[src/rtl/rsub_pkg.sv]
package rsub_pkg;
  localparam int unsigned INSTR_W   = 32;
  localparam int unsigned REG_IDX_W = 5;
  localparam int unsigned PRI_W     = 6;
  localparam int unsigned EXT_W     = 9;
  localparam logic [PRI_W-1:0] PRI_CODE = 6'd31;
  localparam logic [EXT_W-1:0] EXT_CODE = 9'd40;

  typedef struct packed {
    logic                 match;
    logic [REG_IDX_W-1:0] dst;
    logic [REG_IDX_W-1:0] src_a;
    logic [REG_IDX_W-1:0] src_b;
    logic                 ovf_en;
    logic                 rec_en;
  } rsub_dec_t;

  typedef struct packed {
    logic lt;
    logic gt;
    logic eq;
    logic so;
  } rsub_cond_t;
endpackage

[src/rtl/rsub_decode.sv]
module rsub_decode
  import rsub_pkg::*;
(
  input  logic [INSTR_W-1:0] instr,
  output rsub_dec_t          dec
);
  // Field positions: bit 0 of the big-endian numbering is bit INSTR_W-1 here
  localparam int unsigned PRI_LSB = INSTR_W - PRI_W;
  localparam int unsigned DST_LSB = PRI_LSB - REG_IDX_W;
  localparam int unsigned SA_LSB  = DST_LSB - REG_IDX_W;
  localparam int unsigned SB_LSB  = SA_LSB - REG_IDX_W;
  localparam int unsigned OE_POS  = SB_LSB - 1;
  localparam int unsigned EXT_LSB = 1;
  localparam int unsigned REC_POS = 0;

  always_comb begin
    dec.match  = (instr[PRI_LSB +: PRI_W] == PRI_CODE) &&
                 (instr[EXT_LSB +: EXT_W] == EXT_CODE);
    dec.dst    = instr[DST_LSB +: REG_IDX_W];
    dec.src_a  = instr[SA_LSB +: REG_IDX_W];
    dec.src_b  = instr[SB_LSB +: REG_IDX_W];
    dec.ovf_en = instr[OE_POS];
    dec.rec_en = instr[REC_POS];
  end
endmodule

[src/rtl/rsub_alu.sv]
module rsub_alu #(
  parameter int unsigned DATA_W   = 64,
  parameter int unsigned NARROW_W = 32
) (
  input  logic [DATA_W-1:0] opnd_a,
  input  logic [DATA_W-1:0] opnd_b,
  input  logic              wide_mode,
  output logic [DATA_W-1:0] diff,
  output logic              ovf,
  output logic              lt,
  output logic              gt,
  output logic              eq
);
  localparam int unsigned EXT_W = DATA_W - NARROW_W;

  logic [DATA_W-1:0] ovf_vec;
  logic [DATA_W-1:0] narrow_view;
  logic [DATA_W-1:0] cmp_val;

  // complement-and-add form of b - a
  assign diff    = (~opnd_a) + opnd_b + {{(DATA_W-1){1'b0}}, 1'b1};
  assign ovf_vec = (opnd_a ^ opnd_b) & (opnd_b ^ diff);

  generate
    if (EXT_W > 0) begin : g_sext
      assign narrow_view = {{EXT_W{diff[NARROW_W-1]}}, diff[NARROW_W-1:0]};
    end else begin : g_same
      assign narrow_view = diff;
    end
  endgenerate

  always_comb begin
    ovf     = wide_mode ? ovf_vec[DATA_W-1] : ovf_vec[NARROW_W-1];
    cmp_val = wide_mode ? diff : narrow_view;
    lt      = cmp_val[DATA_W-1];
    eq      = (cmp_val == '0);
    gt      = !lt && !eq;
  end
endmodule

[src/rtl/rsub_status.sv]
module rsub_status (
  input  logic clk,
  input  logic rst,
  input  logic upd,
  input  logic ovf_new,
  output logic ovf_q,
  output logic so_q,
  output logic so_next
);
  assign so_next = upd ? (so_q | ovf_new) : so_q;

  always_ff @(posedge clk) begin
    if (rst) begin
      ovf_q <= 1'b0;
      so_q  <= 1'b0;
    end else if (upd) begin
      ovf_q <= ovf_new;
      so_q  <= so_next;
    end
  end

  AST_SUM_STICKY: assert property (@(posedge clk) disable iff (rst)
    (!$past(rst) && $past(so_q)) |-> so_q);
  AST_OVF_HOLD: assert property (@(posedge clk) disable iff (rst)
    !upd |=> $stable(ovf_q));
endmodule

[src/rtl/rsub_exec_unit.sv]
module rsub_exec_unit
  import rsub_pkg::*;
#(
  parameter int unsigned DATA_W   = 64,
  parameter int unsigned NARROW_W = 32
) (
  input  logic                 clk,
  input  logic                 rst,
  input  logic                 in_valid,
  input  logic [INSTR_W-1:0]   instr,
  input  logic [DATA_W-1:0]    opnd_a,
  input  logic [DATA_W-1:0]    opnd_b,
  input  logic                 wide_mode,
  output logic                 out_valid,
  output logic                 illegal,
  output logic                 dst_we,
  output logic [REG_IDX_W-1:0] dst_idx,
  output logic [DATA_W-1:0]    res_data,
  output logic                 ovf_we,
  output logic                 ovf,
  output logic                 sum_ovf,
  output logic                 cond_we,
  output logic [3:0]           cond_fld
);
  rsub_dec_t         dec;
  logic [DATA_W-1:0] diff;
  logic              ovf_c, lt_c, gt_c, eq_c;
  logic              accept, ovf_upd, cond_upd, so_next;
  rsub_cond_t        cond_c;

  rsub_decode u_dec (.instr(instr), .dec(dec));

  rsub_alu #(.DATA_W(DATA_W), .NARROW_W(NARROW_W)) u_alu (
    .opnd_a(opnd_a), .opnd_b(opnd_b), .wide_mode(wide_mode),
    .diff(diff), .ovf(ovf_c), .lt(lt_c), .gt(gt_c), .eq(eq_c)
  );

  assign accept   = in_valid && dec.match;
  assign ovf_upd  = accept && dec.ovf_en;
  assign cond_upd = accept && dec.rec_en;

  rsub_status u_stat (
    .clk(clk), .rst(rst), .upd(ovf_upd), .ovf_new(ovf_c),
    .ovf_q(ovf), .so_q(sum_ovf), .so_next(so_next)
  );

  always_comb begin
    cond_c.lt = lt_c;
    cond_c.gt = gt_c;
    cond_c.eq = eq_c;
    cond_c.so = so_next;
  end

  always_ff @(posedge clk) begin
    if (rst) begin
      out_valid <= 1'b0;
      illegal   <= 1'b0;
      dst_we    <= 1'b0;
      ovf_we    <= 1'b0;
      cond_we   <= 1'b0;
      dst_idx   <= '0;
      res_data  <= '0;
      cond_fld  <= '0;
    end else begin
      out_valid <= in_valid;
      illegal   <= in_valid && !dec.match;
      dst_we    <= accept;
      ovf_we    <= ovf_upd;
      cond_we   <= cond_upd;
      if (accept) begin
        dst_idx  <= dec.dst;
        res_data <= diff;
      end
      if (cond_upd) cond_fld <= cond_c;
    end
  end

  AST_ILLEGAL_NO_WRITE: assert property (@(posedge clk) disable iff (rst)
    illegal |-> !(dst_we || ovf_we || cond_we));
  AST_IDLE_NO_WRITE: assert property (@(posedge clk) disable iff (rst)
    !out_valid |-> !(dst_we || illegal));
  AST_COND_ONE_HOT: assert property (@(posedge clk) disable iff (rst)
    cond_we |-> ($countones(cond_fld[3:1]) == 1));
  AST_COND_SUMMARY: assert property (@(posedge clk) disable iff (rst)
    cond_we |-> (cond_fld[0] == sum_ovf));
  AST_COND_HOLD: assert property (@(posedge clk) disable iff (rst)
    !cond_upd |=> $stable(cond_fld));
endmodule

[config.mk]
export PLATFORM = sky130hd
export DESIGN_NAME = rsub_exec_unit
export DESIGN_NICKNAME = d
export VERILOG_FILES = /design/src/rtl/rsub_pkg.sv /design/src/rtl/rsub_decode.sv /design/src/rtl/rsub_alu.sv /design/src/rtl/rsub_status.sv /design/src/rtl/rsub_exec_unit.sv
export SDC_FILE = /design/constraint.sdc
export NUM_CORES = 1
export LEC_CHECK = 0
export CAP_MARGIN = 20
export CORE_ASPECT_RATIO = 0.7
export CORE_MARGIN = 2
export CORE_UTILIZATION = 30
export DETAILED_ROUTE_END_ITERATION = 16
export REMOVE_ABC_BUFFERS = 1
export SETUP_SLACK_MARGIN = 0.02
export SYNTH_ARGS = -nofsm -noshare
export SYNTH_HDL_FRONTEND = slang
export SYNTH_SLANG_ARGS = --single-unit
[constraint.sdc]
create_clock -name clk -period 6.25 [get_ports clk]
set_clock_uncertainty 0.15 [all_clocks]
set_input_delay 0.9375 -clock clk [delete_from_list [all_inputs] [get_ports clk]]
set_output_delay 0.9375 -clock clk [all_outputs]
set_load 0.03 [all_outputs]
Word level (Yosys, flattened, before mapping):

Cells that the tools add are included.

* logic and storage cells: 32
* register bits after elaboration: 80
* output and inout bits: 80
* input port bits: 164

* mux-type cells: 3
* bitwise operators: 5
* reduce and logical (&&, ||, !) cells: 10
* $add $sub $neg: 2
* eq/ne operators: 2

Operators by type and width (count)
* $xor A64 B64 Y64: 2
* $add A64 B1 Y64 const B: 1
* $add A64 B64 Y64: 1
* $and A64 B64 Y64: 1
* $logic_not A64 Y1: 1
* $mux W64: 1
* $not A64 Y64: 1
* $eq A9 B6 Y1 const B: 1
* $eq A6 B5 Y1 const B: 1
* $logic_and A1 B1 Y1: 6
* $logic_not A1 Y1: 3
* $mux W1: 2
* $or A1 B1 Y1: 1

Logic depth before layout (Yosys ltp):

* depth in word-level cells: 8
* gate-level depth with buffers: 16
* gate-level depth less buffers: 16

Hierarchy:

From an unflattened synthesis, not the netlist that was laid out.

* cells, all modules: 1210
* area total of the unflattened synthesis: 8663.3 µm²

By module, submodules not included
* rsub_alu: times used 1, cells each 836, area each 5004.8 µm², seq. area each 0.0 µm²
* rsub_exec_unit: times used 1, cells each 346, area each 3402.0 µm², seq. area each 1561.5 µm²
* rsub_decode: times used 1, cells each 22, area each 181.4 µm², seq. area each 0.0 µm²
* rsub_status: times used 1, cells each 6, area each 75.1 µm², seq. area each 40.0 µm²

Worst setup path after synthesis:

No wires, ideal clock.

* path type: input port to flip-flop
* start: input opnd_a[17]
* end: register cond_fld[1]
* slack: 1614 ps
* required time: 6042 ps
* library setup time: 58 ps
* cell stages on the path: 16
* buffers on the path: 1
* arrival time: 4428 ps
* cells stage by stage: inv_1 > ha_1 > buf_2 > nand4_1 > or3_1 > or3_1 > o21bai_4 > a211o_2 > nand2_1 > a21oi_2 > o21a_1 > xnor2_1 > or4_1 > o41ai_1 > and4_1 > o21ba_1

* cells in the longest elaborated chain, start to end: 5

Ends and longest elaborated chain
* start, declared: RTL line rsub_exec_unit.sv:11 `input logic [DATA_W-1:0] opnd_a,`
* $not A64 Y64: RTL line rsub_alu.sv:21 `assign diff = (~opnd_a) + opnd_b + {{(DATA_W-1){1'b0}}, 1'b1};`
* $add A64 B64 Y64: RTL line rsub_alu.sv:21
* $add A64 B1 Y64: RTL line rsub_alu.sv:21
* $mux W64: RTL line rsub_alu.sv:34 `cmp_val = wide_mode ? diff : narrow_view;`
* $logic_not A64 Y1: RTL line rsub_alu.sv:36 `eq = (cmp_val == '0);`
* end signal, assigned: RTL line rsub_exec_unit.sv:74 `if (cond_upd) cond_fld <= cond_c;`
* end, declared: RTL line rsub_exec_unit.sv:23 `output logic [3:0] cond_fld`

No other way between the ends.
A chain may end at the register's enable or synchronous reset.

Final worst setup path:

* start: input opnd_b[0]
* end: register cond_fld[2]

* cells in the longest elaborated chain, start to end: 6
* elaborated cells between the ends (all ways): 7
* those cells by class: add/sub: 2; mux: 1; reduce/logical: 4

Ends and longest elaborated chain
* start, declared: RTL line rsub_exec_unit.sv:12 `input logic [DATA_W-1:0] opnd_b,`
* $add A64 B64 Y64 *: RTL line rsub_alu.sv:21
* $add A64 B1 Y64 *: RTL line rsub_alu.sv:21
* $mux W64 *: RTL line rsub_alu.sv:34
* $logic_not A64 Y1: RTL line rsub_alu.sv:36
* $logic_not A1 Y1: RTL line rsub_alu.sv:37 `gt = !lt && !eq;`
* $logic_and A1 B1 Y1 *: RTL line rsub_alu.sv:37

Mark *: on every way between the ends. The rest lies on a longest branch, timed or not.

==> impl_metrics.toml <==
[grt]
grt_usage_pct = 22.25
grt_antenna_before_repair = 0
grt_pass1_wl_mm = 46.44
globalRouteOverflowTotal = 0
grt_max_degree = 66
grt_pass1_vias = 8020

[yosys]
ys_warn_count = 0
synthArstFlopShare_pct = 0
seq_area_frac_synth_pct = 21.24
synth_top_family_by_area = "compound AO/OA/AOI/OAI gates"
synth_xor_area_share_pct = 6.504
synth_fa_ha_area_share_pct = 10.72
ys_ff_latch = 80
synth_edf_count = 0
ys_types = 69
synth-simple-area-share_pct = 26.78
synth_area_sq_um = 7541
avgSynthCellArea_sq_um = 6.800
synth-compound-area-share_pct = 27.51
syn_inst = 1109
synthMuxAreaShare_pct = 0.6637
synthFlopType = "dfxtp_1"

[setup_path]
crit_family = "compound AO/OA/AOI/OAI gates"
regToRegSetupSlack_ns = 5.37
slowest_delay_ns = 0.57
r2r-start = "res_data[52]$_SDFFE_PP0P_"
critPathMostFrequentCell = "o41ai_1"
path_class = "input port to register"
rr_worst_depth = 2
crit_path_max_fanout = 5
endpoint = "cond_fld[2]$_SDFFE_PP0P_"
worst-path-buf-inv = 2
crit_start = "opnd_b[0]"
cp.depth = 17
worst_setup_path_start_kind = "input port"
crit_path_top_delay_cell = "or4_4"
cp.arrival_ns = 5.80
crit_path_end_kind = "register"
worstPathRequired_ns = 6.29
rr_endpoint = "res_data[52]$_SDFFE_PP0P_"
path_cells = "clkdlybuf4s50_1 > inv_1 > ha_1 > fa_1 > nand2b_1 > a21oi_2 > o21ai_0 > o41ai_1 > nor4_1 > o21ba_2 > xnor2_1 > or4_4 > nor4_2 > nand4_1 > o41ai_1 > and4_1 > nor3_1"

[run_status]
status = "complete, no violations"

[final_layout]
nets = 1534
fillCellCount = 2584
antenna_cells = 0
seq_area_sq_um = 1602
stdcell_count = 1636
synthToLayoutAreaGrowth_pct = 38.29
drive_above_1_share_pct = 3.661
multi_input_comb_area_sq_um = 5446

[cts]
clock-sinks = 80
cts_buffers = 9
clock_tree.root_cell = "clkbuf_16"
clk_pin_slew_ns = 0.06
post-cts-setup-buffer-count = 0
worstSkewPairLatency_ns = 0.33
cts_tree = "built"
h-tree-depth = 3
hold_buffers = 0
clk_path_buf_depth = 2
post_cts_resized = 0

[worst_hold_path]
min_path_cells = 2
min_path_type = "register to register"

[sta]
worst_slew_pin_slew_ns = 0.8371
finalSetupViolCount = 0
slew_headroom_pct = 43.77
setup-tns-final_ns = 0
fin_crit_sh_pct = 92.09
timing.fmax_mhz = 173.7
min_period_ns = 5.756
rsz0062_at_grt = "false"
hold_viol_final = 0
drv_slew = 0

[run]
maxCapViolCount = 0

[power]
internal-power_uw = 1096
p_sw_share_pct = 37.69
power_density_nw_per_um2 = 168.7
pwr-share-clk_pct = 29.1
p_leak_uw = 0.004004
combPwrFrac_pct = 41.8
vdd_drop_max_v = 0.0001402
switchingPower_uw = 662.9
p_seq_share_pct = 29.0

[route]
ant_nets = 0
drc_errors = 0
drt-initial-drc-count = 760
wl_per_cell_um = 18.57
viasPerCell = 5.433
firstDrtPassIters = 5
wl_mm = 30.38
vias = 8889

[placement]
hpwl_mm = 25.49
dp.cells = 1620
io_buffers = 233
gp_congestion = 0.9776

[floorplanning]
core_region_area_sq_um = 24680
die_x_um = 193.5
start_util_pct = 30.55
die_area_sq_um = 26440
die_h_um = 136.7
io_pins = 244
row_count = 48
-- worst min-delay path by stage --
stage,startpoint,end
after floorplan,res_data[17]$_SDFFE_PP0P_,res_data[17]$_SDFFE_PP0P_
after global placement,res_data[25]$_SDFFE_PP0P_,res_data[25]$_SDFFE_PP0P_
after detailed placement,res_data[20]$_SDFFE_PP0P_,res_data[20]$_SDFFE_PP0P_
after CTS,res_data[20]$_SDFFE_PP0P_,res_data[20]$_SDFFE_PP0P_
after global routing,res_data[56]$_SDFFE_PP0P_,res_data[56]$_SDFFE_PP0P_
final,dst_idx[2]$_SDFFE_PP0P_,dst_idx[2]$_SDFFE_PP0P_
-- synthesized netlist by cell type, drive strengths merged (3+ instances only) --
library cell,count,area [sq um]
nand2,187,704.4
a21oi,166,842.1
nor2,99,371.6
dfxtp,80,1602
inv,72,270.3
o21ai,64,324.1
ha,63,788.3
clkbuf,49,183.9
nand4,36,225.2
xnor2,32,280.3
a21o,24,180.2
nor3,24,125.1
xor2,24,210.2
a211oi,14,110.1
nand3,14,70.07
o21a,14,105.1
nor4,12,87.58
and3,10,62.56
buf,9,42.54
a31oi,7,43.79
and2,7,43.79
and4,7,61.31
nand2b,7,43.79
o21bai,7,63.81
o211ai,6,45.04
or4,6,48.80
a311oi,5,43.79
mux2i,5,50.05
nor2b,5,31.28
or3,5,31.28
a22oi,4,30.03
nand4b,4,35.03
o221ai,4,35.03
a21boi,3,22.52
a221oi,3,26.28
nand3b,3,35.03
o31ai,3,22.52
o41ai,3,26.28
-- logic make-up (layout without fill, tap and decap cells) --
family	count (synthesis)	in the layout
AOI/OAI and AO/OA	343	343
xor gates and xnor gates	56	56
adders and majority gates	64	64
buffers and inverters	130	332
DFF	80	80
muxes	5	5
and+or+nand+nor	431	431
-- layer usage --
| metal | part of all wire, % | wire length, um | vias to the layer above | global-route usage (%) |
|---|---|---|---|---|
| met2 | 37 | 11230 | 401 | 29.15 |
| li1 | - | - | 4330 | - |
| met3 | 8.5 | 2594 | 18 | 3.228 |
| met4 | 0.85 | 258 | 0 | 4.029 |
| met1 | 54 | 16300 | 4140 | 36.86 |
| met5 | 0 | 0 | - | 0 |
-- registers in the layout, summed over array words and instances, names as in the netlist --
signal	count
dst_we	1
cond_we	1
u_stat.so_q	1
ovf_we	1
out_valid	1
res_data	64
dst_idx	5
u_stat.ovf_q	1
illegal	1
cond_fld	4
-- cell type report --
cell class / instances / share of cell area, %
sequential: 80 / 15.36
clock inverter: 4 / 0.2639
clock buffer: 12 / 2.555
tap: 325 / 3.899
multi-input combinational: 899 / 52.23
inverter: 72 / 2.591
timing repair buffer: 244 / 23.11
-- cell usage in the layout (no fill, tap or decap), types with 4 or more instances in the layout --
master and instances:
and4_1 7, a22oi_1 4, a21oi_1 163, nor3_1 23
nand2b_1 7, a21o_1 24, nand4b_1 4, a311oi_1 5
o21ai_1 6, nand2_1 185, a211oi_1 13, inv_1 72
o21ai_0 57, a31oi_1 7, and2_1 6, nor2_1 99
nor4_1 10, clkbuf_16 9, o21bai_1 6, mux2i_1 5
and3_1 10, xor2_1 24, nor2b_1 5, o21a_1 14
or3_1 5, dfxtp_1 80, buf_4 11, nand3_1 14
nand4_1 36, clkdlybuf4s50_1 232, xnor2_1 32, o211ai_1 6
o221ai_1 4, or4_1 5, ha_1 63
-- worst min-delay path, cell delays in order (launching register included) --
cell     delay (ns)
dfxtp_1        0.31
nand2_1        0.05
a21oi_1        0.05
-- metrics by stage --
step | utilization [%] | area (sq um) | total power, uW | hold slack, ns | setup slack, ns
global placement | 41.06 | 10130 | 1237 | 0.2902 | 0.3372
global route | 42.25 | 10430 | 1849 | 0.3220 | 0.2444
finish | 42.25 | 10430 | 1759 | 0.3018 | 0.4943
floorplan | - | 7315 | 936.1 | 0.4243 | 1.456
CTS | 42.25 | 10430 | 1748 | 0.3040 | 0.6225
detailed placement | 41.06 | 10130 | 1234 | 0.2957 | 0.2993
-- power by group through the flow --
stage	Combinational, uW	Clock [uW]	Sequential, uW
finish	736	512	511
global route	793	546	510
CTS	716	522	511
detailed placement	712	0	522
global placement	715	0	522
floorplan	413	0	523
Note: power is estimated with default switching activity, not from simulation.
